$ cat src/rtl/seq_pkg.sv
// Package: shared control state encoding for the sector erase queue.
// Assumes: nothing beyond standard SystemVerilog.
package seq_pkg;
    typedef enum logic [1:0] {
        ST_READ    = 2'd0,  // no request pending
        ST_WINDOW  = 2'd1,  // collecting sectors, timer running
        ST_STARTED = 2'd2,  // start issued, waiting for busy to rise
        ST_ERASING = 2'd3   // erase engine busy
    } seq_state_t;
endpackage

$ cat src/rtl/seq_window_timer.sv
// Module: inactivity counter for the sector erase window.
// Counts cycles while run is high and returns to zero on restart. expire is
// high in the cycle whose edge completes WIN_CYCLES counted edges with no
// restart. Assumes the controller stops run once expire has been taken.
module seq_window_timer #(
    parameter int WIN_CYCLES = 4000
) (
    input  logic clk,
    input  logic rst_n,
    input  logic run,
    input  logic restart,
    output logic expire
);
    localparam int CW = $clog2(WIN_CYCLES + 1);

    logic [CW-1:0] cnt;

    // Count edges since the last restart.
    always_ff @(posedge clk) begin
        if (!rst_n)       cnt <= '0;
        else if (restart) cnt <= '0;
        else if (run)     cnt <= cnt + 1'b1;
    end

    // Flag expiry on the final counted edge.
    always_comb expire = run && !restart && (cnt == CW'(WIN_CYCLES - 1));
endmodule

$ cat src/rtl/seq_mask_reg.sv
// Module: sector mask register.
// load replaces the mask with one sector, add ORs one sector in, and clear
// empties it. load and add take priority over clear.
// Assumes: at most one of load/add is high in a cycle.
module seq_mask_reg #(
    parameter int SECTOR_BITS = 3
) (
    input  logic                        clk,
    input  logic                        rst_n,
    input  logic                        load,
    input  logic                        add,
    input  logic                        clear,
    input  logic [SECTOR_BITS-1:0]      sector,
    output logic [(1<<SECTOR_BITS)-1:0] mask
);
    localparam int NSEC = 1 << SECTOR_BITS;

    logic [NSEC-1:0] onehot;

    // Decode the sector index to a one-hot bit.
    always_comb begin
        onehot = '0;
        onehot[sector] = 1'b1;
    end

    // Update the queued sector set.
    always_ff @(posedge clk) begin
        if (!rst_n)     mask <= '0;
        else if (load)  mask <= onehot;
        else if (add)   mask <= mask | onehot;
        else if (clear) mask <= '0;
    end
endmodule

$ cat src/rtl/seq_ctrl.sv
// Module: control sequencer for the sector erase queue.
// Opens the window on a sector erase command, extends it on further sector
// erase commands, aborts on any other command, fires start on expiry and
// stays locked until erase_busy has risen and fallen.
// Assumes: cmd_valid is a one-cycle strobe per decoded command.
module seq_ctrl
    import seq_pkg::*;
(
    input  logic clk,
    input  logic rst_n,
    input  logic cmd_valid,
    input  logic cmd_sector_erase,
    input  logic erase_busy,
    input  logic expire,
    output logic tmr_run,
    output logic tmr_restart,
    output logic mask_load,
    output logic mask_add,
    output logic mask_clear,
    output logic start_q,
    output logic open_o,
    output logic closed_o
);
    seq_state_t st, nxt;
    logic       fire;

    // Next state and datapath controls.
    always_comb begin
        nxt         = st;
        tmr_run     = 1'b0;
        tmr_restart = 1'b0;
        mask_load   = 1'b0;
        mask_add    = 1'b0;
        mask_clear  = 1'b0;
        fire        = 1'b0;
        case (st)
            ST_READ: begin
                if (cmd_valid && cmd_sector_erase) begin
                    nxt         = ST_WINDOW;
                    mask_load   = 1'b1;
                    tmr_restart = 1'b1;
                end
            end
            ST_WINDOW: begin
                tmr_run = 1'b1;
                if (cmd_valid) begin
                    if (cmd_sector_erase) begin
                        mask_add    = 1'b1;
                        tmr_restart = 1'b1;
                    end else begin
                        mask_clear = 1'b1;
                        nxt        = ST_READ;
                    end
                end else if (expire) begin
                    fire = 1'b1;
                    nxt  = ST_STARTED;
                end
            end
            ST_STARTED: begin
                if (erase_busy) nxt = ST_ERASING;
            end
            default: begin
                if (!erase_busy) begin
                    nxt        = ST_READ;
                    mask_clear = 1'b1;
                end
            end
        endcase
    end

    // State and start strobe registers.
    always_ff @(posedge clk) begin
        if (!rst_n) begin
            st      <= ST_READ;
            start_q <= 1'b0;
        end else begin
            st      <= nxt;
            start_q <= fire;
        end
    end

    // Status decode.
    always_comb begin
        open_o   = (st == ST_WINDOW);
        closed_o = (st == ST_STARTED) || (st == ST_ERASING);
    end
endmodule

$ cat src/rtl/sector_erase_queue.sv
// Module: sector erase queue with an inactivity window (top).
// Collects sector erase requests into a mask, commits them after WINDOW_US
// microseconds with no new sector command, and locks until the erase engine
// finishes. Assumes an upstream decoder delivers whole command sequences.
module sector_erase_queue #(
    parameter int CLK_MHZ     = 50,
    parameter int WINDOW_US   = 80,
    parameter int SECTOR_BITS = 3
) (
    input  logic                        clk,
    input  logic                        rst_n,
    input  logic                        cmd_valid,
    input  logic                        cmd_sector_erase,
    input  logic [SECTOR_BITS-1:0]      cmd_sector,
    input  logic                        erase_busy,
    output logic                        window_open,
    output logic                        window_closed,
    output logic                        erase_start,
    output logic [(1<<SECTOR_BITS)-1:0] erase_mask
);
    localparam int WIN_CYCLES = CLK_MHZ * WINDOW_US;

    logic tmr_run, tmr_restart, expire;
    logic mask_load, mask_add, mask_clear;

    seq_window_timer #(.WIN_CYCLES(WIN_CYCLES)) u_timer (
        .clk(clk), .rst_n(rst_n), .run(tmr_run), .restart(tmr_restart),
        .expire(expire)
    );

    seq_mask_reg #(.SECTOR_BITS(SECTOR_BITS)) u_mask (
        .clk(clk), .rst_n(rst_n), .load(mask_load), .add(mask_add),
        .clear(mask_clear), .sector(cmd_sector), .mask(erase_mask)
    );

    seq_ctrl u_ctrl (
        .clk(clk), .rst_n(rst_n), .cmd_valid(cmd_valid),
        .cmd_sector_erase(cmd_sector_erase), .erase_busy(erase_busy),
        .expire(expire), .tmr_run(tmr_run), .tmr_restart(tmr_restart),
        .mask_load(mask_load), .mask_add(mask_add), .mask_clear(mask_clear),
        .start_q(erase_start), .open_o(window_open), .closed_o(window_closed)
    );

    // Start is a single-cycle strobe.
    assert_start_single_R6: assert property (@(posedge clk) disable iff (!rst_n)
        erase_start |=> !erase_start);

    // Start carries a non-empty mask and follows an open window.
    assert_start_mask_R6: assert property (@(posedge clk) disable iff (!rst_n)
        erase_start |-> (erase_mask != '0) && $past(window_open));

    // Open and closed status are exclusive.
    assert_status_excl_R7: assert property (@(posedge clk) disable iff (!rst_n)
        !(window_open && window_closed));

    // A foreign command inside the window aborts and empties the queue.
    assert_abort_clears_R5: assert property (@(posedge clk) disable iff (!rst_n)
        (window_open && cmd_valid && !cmd_sector_erase)
        |=> (!window_open && !window_closed && erase_mask == '0));

    // A sector command inside the window only adds bits.
    assert_mask_grows_R3: assert property (@(posedge clk) disable iff (!rst_n)
        (window_open && cmd_valid && cmd_sector_erase)
        |=> (window_open && ((erase_mask & $past(erase_mask)) == $past(erase_mask))));

    // While locked, the mask does not move.
    assert_locked_stable_R8: assert property (@(posedge clk) disable iff (!rst_n)
        (window_closed && $past(window_closed)) |-> $stable(erase_mask));
endmodule

$ cat config.mk
export PLATFORM = sky130hd
export DESIGN_NAME = sector_erase_queue
export DESIGN_NICKNAME = d
export VERILOG_FILES = /design/src/rtl/seq_pkg.sv /design/src/rtl/seq_window_timer.sv /design/src/rtl/seq_mask_reg.sv /design/src/rtl/seq_ctrl.sv /design/src/rtl/sector_erase_queue.sv
export SDC_FILE = /design/constraint.sdc
export NUM_CORES = 1
export LEC_CHECK = 0
export ABC_AREA = 1
export BUFFER_PORTS_ARGS = -buffer_cell sky130_fd_sc_hd__buf_2
export CAP_MARGIN = 20
export CELL_PAD_IN_SITES_DETAIL_PLACEMENT = 1
export CELL_PAD_IN_SITES_GLOBAL_PLACEMENT = 1
export CORE_MARGIN = 4
export CORE_UTILIZATION = 38
export DETAILED_ROUTE_END_ITERATION = 8
export PLACE_DENSITY = 0.74
export SLEW_MARGIN = 20
export SYNTH_ARGS = -nofsm -noshare
export SYNTH_HDL_FRONTEND = slang
export SYNTH_SLANG_ARGS = --single-unit
$ cat constraint.sdc
create_clock -name clk -period 1.32 [get_ports clk]
set_input_delay 0.264 -clock clk [delete_from_list [all_inputs] [get_ports clk]]
set_output_delay 0.264 -clock clk [all_outputs]
set_load 0.05 [all_outputs]
==> flow_metrics.env <==
export IMPL_maxCapViolCount=0
export IMPL_synth_mux_area_frac=0
export IMPL_detail_route_antenna_nets=0
export IMPL_ys_ff_latch=23
export IMPL_post_synth_instance_area_um2=1181
export IMPL_crit_slowest_cell="dfxtp_2"
export IMPL_r2r_cells=8
export IMPL_rsz0062_at_grt="yes"
export IMPL_yosysUniqueCellTypes=23
export IMPL_synthXorXnorAreaFrac=0.01483
export IMPL_outcome="finished, violations left"
export IMPL_synth_top_area_cell="dfxtp_1"
export IMPL_synth_area_per_cell_um2=6.827
export IMPL_grt_pass1_wl_mm=5.899
export IMPL_die_y_um=63.75
export IMPL_slew_headroom=0.7672
export IMPL_skew_ps=5.081
export IMPL_yosys_area_share_adder=0.01059
export IMPL_end_kind="output port"
export IMPL_p_sw_frac=0.2851
export IMPL_yosys_cell_count_top_type="nand2_1"
export IMPL_yosys_top_cells_count="43 x nand2_1, 26 x inv_1, 23 x dfxtp_1, 21 x nand3_1, 16 x a21oi_1"
export IMPL_p_sw_uw=359.5
export IMPL_synth_area_leaders="dfxtp_1 39%, nand2_1 14%, nand3_1 8.9%"
export IMPL_maxUsedRoutingLayer="met4"
export IMPL_seq_power_share=0.565
export IMPL_synth_compound_area_share=0.08686
export IMPL_hold_violations=0
export IMPL_routed_wl_mm=3.436
export IMPL_violations="negative setup slack"
export IMPL_seq_area_frac_synth=0.3898
export IMPL_nNetsFinal=219
export IMPL_drc=0
export IMPL_dpl_hpwl_mm=2.635
export IMPL_cpLargestDelayFamily="flip-flops"
export IMPL_root_buffer="clkbuf_4"
export IMPL_wl_met1_mm=1.582
export IMPL_rows=19
export IMPL_fin_tns_setup_ps=-12.62
export IMPL_nFillCells=383
export IMPL_leakage_uw=0.0006548
export IMPL_clk_path_buf_depth=2
export IMPL_synthArstFlopShare=0
export IMPL_vias_per_cell=5.163
export IMPL_powerDensity_nw_per_um2=827.5
export IMPL_antennaDiodeCount=0
export IMPL_drive_above_1_share=0.2823
export IMPL_die_w_um=63.75
export IMPL_cts_num_sinks=23
export IMPL_crit_cells=3
export IMPL_p_int_uw=901.5
export IMPL_tightest_slew_ps=348.3
export IMPL_synthSimpleGateAreaFrac=0.3983
export IMPL_syn_nets=182
export IMPL_place_port_buffers=18
export IMPL_worstPathMaxFanout=3
export IMPL_first_pass_iters=4
export IMPL_crit_path_start="u_ctrl.st[0]$_SDFFE_PN0P_"
export IMPL_numCtsBuffers=3
export IMPL_finalCritPeriodShare=1.010
export IMPL_grt_pass1_vias=1258
export IMPL_ir_worst_vdd_uv=469.6
export IMPL_antenna_found_initial=0
export IMPL_synth_edf_count=0
export IMPL_cts_max_level=1
export IMPL_rr_startpoint="u_ctrl.st[0]$_SDFFE_PN0P_"
export IMPL_worstSetupEndpoint="window_open"
export IMPL_fin_util=0.5342
export IMPL_synth_cells=173
export IMPL_syn_to_final_growth_pct=29.03
export IMPL_clockPowerShare=0.263
export IMPL_path_buf_inv=2
export IMPL_hold_path_class="input pin to flop"
export IMPL_dieArea_um2=4064
export IMPL_synthFlopType="dfxtp_1"
export IMPL_fmax_mhz=750.4
export IMPL_clk_pin_slew_worst_paths_ps=120
export IMPL_max_stage_delay_ps=360
export IMPL_reg2reg_slack_ps=30
export IMPL_pre_cts_ws_ps=-17.39
export IMPL_grt_usage=0.1801
export IMPL_start_util=0.4140
export IMPL_yosys_warnings=0
export IMPL_synth_top_area_frac=0.3898
export IMPL_routedWlPerCell_um=14.32
export IMPL_p_comb_frac=0.172
export IMPL_finalSetupViolCount=1
export IMPL_path_class="flop to output port"
export IMPL_worst_ep_arrival_time_ps=1070
export IMPL_synth_top_family_by_area="simple AND/OR/NAND/NOR gates"
export IMPL_path_cells="inv_2 -> nor2_4 -> buf_6"
export IMPL_ios=19
export IMPL_cp_required_ps=1060
export IMPL_start_kind="flop"
export IMPL_insertion_delay_ps=310
export IMPL_r2r_end="u_timer.cnt[11]$_SDFFE_PP0N_"
export IMPL_drt_iter0_markers=42
export IMPL_met3_length_um=123
export IMPL_overflow=0
export IMPL_slew_violations=0
export IMPL_setup_ws_ps=-12.62
export IMPL_place_congestion=0.7669
export IMPL_core_area_um2=2853
export IMPL_fin_crit_ps=1333
export IMPL_dr_wl_met2_mm=1.709
export IMPL_grt_start_max_net_pins=13
export IMPL_vias=1239
export IMPL_cts_tree="done"
placed cells by master, fill, tap and decap left out, drive strengths merged, types with 2 or more instances in the layout:
cell type	n
dfxtp	23
inv	28
or2	2
o21ai	3
a21oi	16
buf	34
nor3	2
xor2	2
nor2	16
nand4	8
nand3	23
clkbuf	4
nand2	43
sequential cells by signal, indices dropped and copies added, names as in the netlist:
signal and count:
u_ctrl.st 2, u_ctrl.start_q 1, u_mask.mask 8, u_timer.cnt 12
worst reg2reg max path: stages (launching register included):
cell     delay, ps
dfxtp_2        360
inv_2           50
nor2_4         170
buf_6          140
nand3_4         90
nor2_4         170
nand2_1         80
nand2_1         90
a21oi_2         60
layer usage:
layer,up-vias,global-route usage
met5,-,0
met4,0,0.05391
met3,2,0.03853
met2,20,0.2960
met1,590,0.2374
li1,627,-
power by group through the flow:
stage                     clock (µW)  sequential [µW]  combinational [µW]
after floorplan                    0              747                95.1
after global placement             0              728                 173
after detailed placement           0              730                 180
after CTS                        341              715                 197
after global routing             384              714                 239
final                            332              712                 217
cell type report:
type,instances,area (µm²),area share
sequential,23,475.5,0.3120
inverter,29,108.9,0.07143
tap,31,38.79,0.02545
clock buffer,4,26.28,0.01724
multi-input combinational,119,644.4,0.4228
timing repair buffer,34,230.2,0.1511
what timing repair did:
action / 4_1_cts / 5_1_grt
hold buffers: 0 / 0
setup buffers: 3 / 3
endpoints found under the setup margin: 6 / 18
gates resized for setup: 8 / 15
pin swaps: 1 / 7
worst min-delay path by stage:
stage / to / start / depth (start not counted)
2_1_floorplan: u_ctrl.start_q$_SDFF_PP0_ / rst_n / 2
3_3_place_gp: u_mask.mask[3]$_SDFFE_PN0P_ / u_mask.mask[3]$_SDFFE_PN0P_ / 2
3_5_place_dp: u_mask.mask[3]$_SDFFE_PN0P_ / u_mask.mask[3]$_SDFFE_PN0P_ / 2
4_1_cts: u_ctrl.start_q$_SDFF_PP0_ / rst_n / 3
5_1_grt: u_ctrl.start_q$_SDFF_PP0_ / rst_n / 3
6_report: u_ctrl.start_q$_SDFF_PP0_ / rst_n / 3
cell families after synthesis:
group / after synthesis
xor gates and xnor gates: 2
buffers and inverters: 31
and+or+nand+nor: 96
DFF: 23
adders and majority gates: 1
AOI/OAI and AO/OA: 20
per-stage QoR:
stage / power [µW] / instance area (µm²) / hold slack, ps / instances
floorplan: 841.8 / 1182 / 417.6 / 173
global placement: 901.9 / 1378 / 464.3 / 230
detailed placement: 909.3 / 1378 / 472.4 / 230
CTS: 1253 / 1444 / 261.3 / 237
global route: 1337 / 1524 / 260.9 / 240
finish: 1261 / 1524 / 261.8 / 240
(Power assumes the default switching activity.)
